--- config.mk ---
export PLATFORM = sky130hd
export DESIGN_NAME = sdm2_dac
export DESIGN_NICKNAME = d
export VERILOG_FILES = /design/src/rtl/sdm2_pkg.sv /design/src/rtl/sdm2_phase_ctrl.sv /design/src/rtl/sdm2_loop.sv /design/src/rtl/sdm2_shaper.sv /design/src/rtl/sdm2_dac.sv
export SDC_FILE = /design/constraint.sdc
export NUM_CORES = 1
export LEC_CHECK = 0
export BUFFER_PORTS_ARGS = -buffer_cell sky130_fd_sc_hd__buf_2
export CORE_MARGIN = 2
export CORE_UTILIZATION = 50
export DETAILED_ROUTE_END_ITERATION = 6
export PLACE_DENSITY = 0.66
export SYNTH_ARGS = -nofsm -noshare
export SYNTH_HDL_FRONTEND = slang
export SYNTH_SLANG_ARGS = --single-unit
--- constraint.sdc ---
create_clock -name clk -period 12.95 [get_ports clk]
set_input_delay 0.6475 -clock clk [delete_from_list [all_inputs] [get_ports clk]]
set_output_delay 0.6475 -clock clk [all_outputs]
set_load 0.01 [all_outputs]
--- src/rtl/sdm2_pkg.sv ---
package sdm2_pkg;

    typedef enum logic {
        MODE_PLAIN = 1'b0,
        MODE_SYM   = 1'b1
    } out_mode_e;

    typedef enum logic [1:0] {
        PH_LEAD = 2'd0,
        PH_DATA = 2'd1,
        PH_TAIL = 2'd2
    } grp_phase_e;

    // Next phase of a three-clock group; plain mode parks on the lead phase.
    function automatic grp_phase_e next_phase(input out_mode_e mode, input grp_phase_e ph);
        if (mode == MODE_PLAIN) return PH_LEAD;
        case (ph)
            PH_LEAD: return PH_DATA;
            PH_DATA: return PH_TAIL;
            default: return PH_LEAD;
        endcase
    endfunction

    // Pin level for a phase of a return-to-zero group.
    function automatic logic rz_level(input grp_phase_e ph, input logic decision);
        case (ph)
            PH_LEAD: return 1'b1;
            PH_DATA: return decision;
            default: return 1'b0;
        endcase
    endfunction

endpackage

--- src/rtl/sdm2_phase_ctrl.sv ---
module sdm2_phase_ctrl
    import sdm2_pkg::*;
(
    input  logic       clk,
    input  logic       rst,
    input  out_mode_e  mode,
    output grp_phase_e phase,
    output logic       advance
);

    grp_phase_e ph_q;

    always_ff @(posedge clk) begin
        if (rst) ph_q <= PH_LEAD;
        else     ph_q <= next_phase(mode, ph_q);
    end

    assign phase   = ph_q;
    assign advance = (mode == MODE_PLAIN) || (ph_q == PH_TAIL);

    // plain mode keeps the counter on its first phase
    p_phase_idle_r8: assert property (@(posedge clk) disable iff (rst)
        (mode == MODE_PLAIN) |=> (ph_q == PH_LEAD));

    // the phase never leaves its three legal codes
    p_phase_range_r4: assert property (@(posedge clk) disable iff (rst)
        (ph_q != 2'd3));

endmodule

--- src/rtl/sdm2_loop.sv ---
module sdm2_loop #(
    parameter int IN_W  = 24,
    parameter int GUARD = 4
) (
    input  logic            clk,
    input  logic            rst,
    input  logic            advance,
    input  logic [IN_W-1:0] sample_in,
    output logic            decision
);

    localparam int ACC_W = IN_W + GUARD;
    localparam logic signed [ACC_W-1:0] FS_POS = ACC_W'(1) <<< (IN_W - 1);
    localparam logic signed [ACC_W-1:0] FS_NEG = -FS_POS;

    logic [IN_W-1:0]         xr_q;
    logic signed [ACC_W-1:0] x_ext, fb, int1_q, int2_q, int1_d, int2_d;
    logic                    dec_q;

    always_comb begin
        x_ext  = {{GUARD{xr_q[IN_W-1]}}, xr_q};
        fb     = dec_q ? FS_POS : FS_NEG;
        int1_d = int1_q + x_ext - fb;
        int2_d = int2_q + int1_d - fb;
    end

    always_ff @(posedge clk) begin
        if (rst) begin
            xr_q   <= '0;
            int1_q <= '0;
            int2_q <= '0;
            dec_q  <= 1'b0;
        end else if (advance) begin
            xr_q   <= sample_in;
            int1_q <= int1_d;
            int2_q <= int2_d;
            dec_q  <= ~int2_d[ACC_W-1];
        end
    end

    assign decision = dec_q;

    // no integrator approaches its wrap point
    p_no_overflow_r6: assert property (@(posedge clk) disable iff (rst)
        (int1_q[ACC_W-1] == int1_q[ACC_W-2]) && (int2_q[ACC_W-1] == int2_q[ACC_W-2]));

    // the decision is held between loop advances
    p_decision_hold_r4: assert property (@(posedge clk) disable iff (rst)
        !advance |=> $stable(dec_q));

endmodule

--- src/rtl/sdm2_shaper.sv ---
module sdm2_shaper
    import sdm2_pkg::*;
(
    input  logic       clk,
    input  logic       rst,
    input  out_mode_e  mode,
    input  grp_phase_e phase,
    input  logic       decision,
    output logic       pin
);

    logic pin_q;

    always_ff @(posedge clk) begin
        if (rst)                     pin_q <= 1'b0;
        else if (mode == MODE_PLAIN) pin_q <= decision;
        else                         pin_q <= rz_level(phase, decision);
    end

    assign pin = pin_q;

    // reset drives the pin low on the next edge
    p_out_low_r1: assert property (@(posedge clk) rst |=> !pin_q);

    // a tail phase in symmetric mode is always followed by a low pin
    p_tail_low_r4: assert property (@(posedge clk) disable iff (rst)
        (mode == MODE_SYM) && (phase == PH_TAIL) |=> !pin_q);

endmodule

--- src/rtl/sdm2_dac.sv ---
module sdm2_dac
    import sdm2_pkg::*;
#(
    parameter int IN_W  = 24,
    parameter int GUARD = 4
) (
    input  logic            clk,
    input  logic            rst,
    input  logic            sym_mode,
    input  logic [IN_W-1:0] sample_in,
    output logic            pulse_out
);

    out_mode_e  mode;
    grp_phase_e phase;
    logic       advance;
    logic       decision;

    assign mode = sym_mode ? MODE_SYM : MODE_PLAIN;

    sdm2_phase_ctrl u_phase (
        .clk     (clk),
        .rst     (rst),
        .mode    (mode),
        .phase   (phase),
        .advance (advance)
    );

    sdm2_loop #(.IN_W(IN_W), .GUARD(GUARD)) u_loop (
        .clk       (clk),
        .rst       (rst),
        .advance   (advance),
        .sample_in (sample_in),
        .decision  (decision)
    );

    sdm2_shaper u_shape (
        .clk      (clk),
        .rst      (rst),
        .mode     (mode),
        .phase    (phase),
        .decision (decision),
        .pin      (pulse_out)
    );

endmodule

-- Yosys cells after proc, flatten, opt, wreduce, memory -nomap -nowiden
Cells that the tools add are included.
- input bits: 27
- register bits after elaboration: 84
- bitwise logic cells: 2
- muxes and demuxes: 9
- eq/ne operators: 2
- reductions and logical operators: 2
- add/subtract/negate cells: 4
- operators by type and width (operator ; count):
    $sub 28x28->28 ; 2
    $add 28x24->28 ; 1
    $add 28x28->28 ; 1
    $mux 28 ; 1
    $mux 1 ; 4
    $mux 2 ; 2
    $pmux 2 s2 ; 1
    $eq 2x1->1 const B ; 1
    $eq 2x2->1 const B ; 1
    $logic_not 2->1 ; 1
    $not 1->1 ; 2
    $pmux 1 s2 ; 1
    $logic_or 1x1->1 ; 1

-- Longest topological paths before layout
- word-level depth: 5
- gate-level depth with buffers: 25
- gate-level depth less buffers: 25

-- By module
A second synthesis with hierarchy kept.
- cells, all modules: 877
- area, all modules: 7050.5 um2
- modules (own cells, without submodules) (module ; times used ; area each (um2) ; cells each):
    sdm2_loop ; 1 ; 6927.9 ; 867
    sdm2_phase_ctrl ; 1 ; 76.3 ; 6
    sdm2_shaper ; 1 ; 46.3 ; 4

-- Least setup slack after synthesis
No wires, ideal clock.
- path type: register to register
- from: register u_loop.int1_q[4]
- to: register u_loop.int2_q[27]
- arrival time: 4425 ps
- required time: 12834 ps
- cell stages (with the launch flop): 23
- period minus slack after synthesis: 4541 ps
- path slack: 8409 ps
- path buffers: 0
- cells stage by stage: dfxtp_1 -> inv_1 -> ha_1 -> inv_1 -> ha_1 -> o211ai_1 -> o211ai_1 -> o211ai_1 -> o41a_1 -> o21ai_0 -> xnor2_1 -> ha_1 -> inv_1 -> ha_1 -> nand2_1 -> o21ai_0 -> o211a_1 -> o211ai_1 -> a221o_1 -> mux2i_1 -> nor3_1 -> o21ai_2 -> o211a_1
- cells in the longest elaborated chain, start to end: 4
- RTL lines (element ; line ; text):
    from (decl) ; sdm2_loop.sv:17 ; logic signed [ACC_W-1:0] x_ext, fb, int1_q, int2_q, int1_d, int2_d;
    from (signal assigned) ; sdm2_loop.sv:35 ; int1_q <= int1_d;
    $add 28x24->28 ; sdm2_loop.sv:23 ; int1_d = int1_q + x_ext - fb;
    $sub 28x28->28 ; sdm2_loop.sv:23 ;
    $add 28x28->28 ; sdm2_loop.sv:24 ; int2_d = int2_q + int1_d - fb;
    $sub 28x28->28 ; sdm2_loop.sv:24 ;
    to (signal assigned) ; sdm2_loop.sv:36 ; int2_q <= int2_d;
    to (decl) ; sdm2_loop.sv:17 ;
No other way between the ends.
A chain may end at the register's enable or synchronous reset.

-- Final worst setup path
- from: register u_loop.int1_q[3]
- to: register u_loop.int2_q[27]
The elaborated chain is that of the path after synthesis.

==> out/qor.yml <==
first_global_vias: 5406
synth_edf_count: 0
grt_pass1_wl_um: 24200
path_class: "reg -> reg"
hp-start: "u_loop.xr_q[6]"
dr.max_layer_used: "met4"
setup_viol: 0
dr_wl_met2_um: 6810
dr_wl_met3_um: 312
core_um2: 13200
min_period_over_period_pct: 39.0
die_w_um: 120
maxSlewHeadroom_pct: 32.3
synth_ff_type: "dfxtp_1"
outcome: "complete, no violations"
clockBufferDepth: 2
ctsResizeCount: 0
syn_area_um2: 6780
io_pins: 28
start_kind: "register"
path_clk_slew_ns: 0.07
fin_skew_ns: 0.00578
start_util_pct: 51.2
routed_wl_um: 13900
grt_usage_pct: 20.3
cts_buffers: 9
r2r_slack_ns: 7.89
clk_latency_ns: 0.35
cts_sinks: 84
syn_nets: 1051
fillers: 1359
rsz0062_at_grt: "no"
ys_seq_area_share_pct: 24.8
portBuffers: 27
ys_seq_elements: 84
r2r-start: "u_loop.int1_q[3]"
syn_to_final_growth_pct: 8.81
crit_fanout: 6
via_count: 5789
antenna_found_initial: 0
end_kind: "register"
antenna_cells: 0
min_to: "u_loop.xr_q[6]"
rows: 42
grt_max_degree: 100
synthDistinctLibCells: 52
cap_violations: 0
tightest_slew_ns: 1.02
synth-async-reset-ratio_pct: 0
cp.arrival_ns: 5.30
hold_depth: 2
m1WireLength_um: 6500
htree_levels: 3
nets: 1064
postCtsSetupRepairBufs: 0
clock.fmax_ghz: 0.198
gp_congestion: 0.840
yosys_warnings: 0
drv_slew: 0
multiInputGateArea_um2: 4350
syn-instance-count: 918
cts_tree: "yes"
fin_crit_ns: 5.06
fp.dieH_um: 120
required_ns: 13.20
ant_nets: 0
wl_per_cell_um: 12.5
cts_hold_buf: 0
hp-class: "reg -> reg"
post-route-drc-count: 0
vias_per_cell: 5.21
syn_avg_cell_area_um2: 7.38
root_buffer: "clkbuf_16"
layout-drive-gt1-share_pct: 5.66
finalSetupTns_ns: 0
die_area_um2: 14500
dpl.hpwl_um: 9980
reg2reg_depth: 22
hold_violations: 0
seq_area_um2: 1680
first_pass_iters: 5
rr_endpoint: "u_loop.int2_q[27]"
drtIter0Drc: 271
grt_remaining_overflow: 0
[critical path, cell delays in order, from the launching register on]
cell and delay, ns:
dfxtp_1 0.33, inv_1 0.04, ha_1 0.26, inv_1 0.04, ha_1 0.33, o211ai_1 0.13
o211ai_1 0.19, o211ai_1 0.20, o41a_1 0.52, o21ai_0 0.30, xnor2_1 0.14, ha_1 0.29
inv_1 0.04, ha_1 0.37, nand2_1 0.09, o21ai_0 0.38, o211a_1 0.23, o211ai_1 0.10
a221o_1 0.36, mux2i_1 0.14, nor3_1 0.22, o21ai_2 0.09, o211a_1 0.15
[cells in the final DEF, fill, tap and decap left out, types with 13 or more instances in the layout]
cell type	count
a21oi_1	102
dfxtp_1	84
a211oi_1	15
nand2_1	117
o211ai_1	13
buf_2	27
xor2_1	17
nor2_1	47
inv_1	178
o21ai_0	31
ha_1	100
nand3_1	16
a21o_1	15
xnor2_1	26
[cell families after synthesis]
group,Yosys count,synth area share [%]
xor gates and xnor gates,43,5.56
adders and majority gates,106,20.2
DFF,84,24.8
and+or+nand+nor,247,16.7
buffers and inverters,206,11.4
muxes,3,0.443
AOI/OAI and AO/OA,229,20.9
[metrics by stage]
stage	worst slack, ns	util [%]	cells	area [µm²]	hold WS, ns
after detailed placement	7.91	53.4	1096	7070	0.443
after global routing	7.46	55.7	1112	7370	0.469
after CTS	7.89	55.7	1112	7370	0.453
final	7.89	55.7	1112	7370	0.451
after global placement	8.00	53.4	1096	7070	0.440
after floorplan	8.41	-	918	6780	0.432
[registers in the layout, indices dropped and copies added (netlist names)]
| register | cells |
|---|---|
| u_loop.int1_q | 28 |
| u_loop.int2_q | 28 |
| u_loop.xr_q | 24 |
| u_phase.phase | 2 |
| u_loop.decision | 1 |
| u_shape.pin | 1 |
[cell usage after synthesis, types with 4 or more instances]
| cell | n | area [µm²] |
|---|---|---|
| and2_1 | 8 | 50.1 |
| inv_1 | 178 | 668 |
| xnor2_1 | 26 | 228 |
| xor2_1 | 17 | 149 |
| o211ai_1 | 13 | 97.6 |
| nand2_1 | 117 | 439 |
| or3_1 | 8 | 50.1 |
| a31oi_1 | 5 | 31.3 |
| nand3_1 | 16 | 80.1 |
| o21ai_0 | 32 | 160 |
| fa_1 | 6 | 120 |
| a21oi_1 | 102 | 510 |
| o21a_1 | 11 | 82.6 |
| ha_1 | 100 | 1250 |
| a21o_1 | 15 | 113 |
| and3_1 | 5 | 31.3 |
| a211oi_1 | 15 | 113 |
| clkbuf_1 | 28 | 105 |
| o21bai_1 | 5 | 37.5 |
| nand4_1 | 6 | 37.5 |
| o211a_1 | 4 | 40.0 |
| nor2_1 | 47 | 176 |
| dfxtp_1 | 84 | 1680 |
| nand2b_1 | 8 | 50.1 |
| nand3b_1 | 4 | 30.0 |
| nor3_1 | 9 | 45.0 |
[layout make-up]
cell class / instances / area share [%]
repair buffers: 30 / 2.14
flip-flops and latches: 84 / 22.8
clock inverters: 6 / 0.984
well taps: 176 / 2.99
inverters: 178 / 9.06
clock buffers: 10 / 3.10
multi-input cells: 628 / 58.9
[worst max-delay path by stage]
stage                        endpoint  slack [ns]              from
floorplan           u_loop.int2_q[27]        8.41  u_loop.int1_q[4]
global placement      u_loop.decision        8.00  u_loop.int1_q[2]
detailed placement  u_loop.int2_q[27]        7.91    u_loop.xr_q[2]
CTS                 u_loop.int2_q[27]        7.89    u_loop.xr_q[2]
global route        u_loop.int2_q[27]        7.46  u_loop.int1_q[2]
finish              u_loop.int2_q[27]        7.89  u_loop.int1_q[3]
[layer usage]
| metal | track usage, % | up-vias |
|---|---|---|
| met5 | 0 | - |
| met2 | 35.8 | 58 |
| met1 | 25.5 | 2622 |
| met4 | 7.12 | 0 |
| li1 | - | 3093 |
| met3 | 2.45 | 16 |
Power is not shown: default switching activity piles up to over one toggle a cycle in this logic, so the estimate is an artifact.
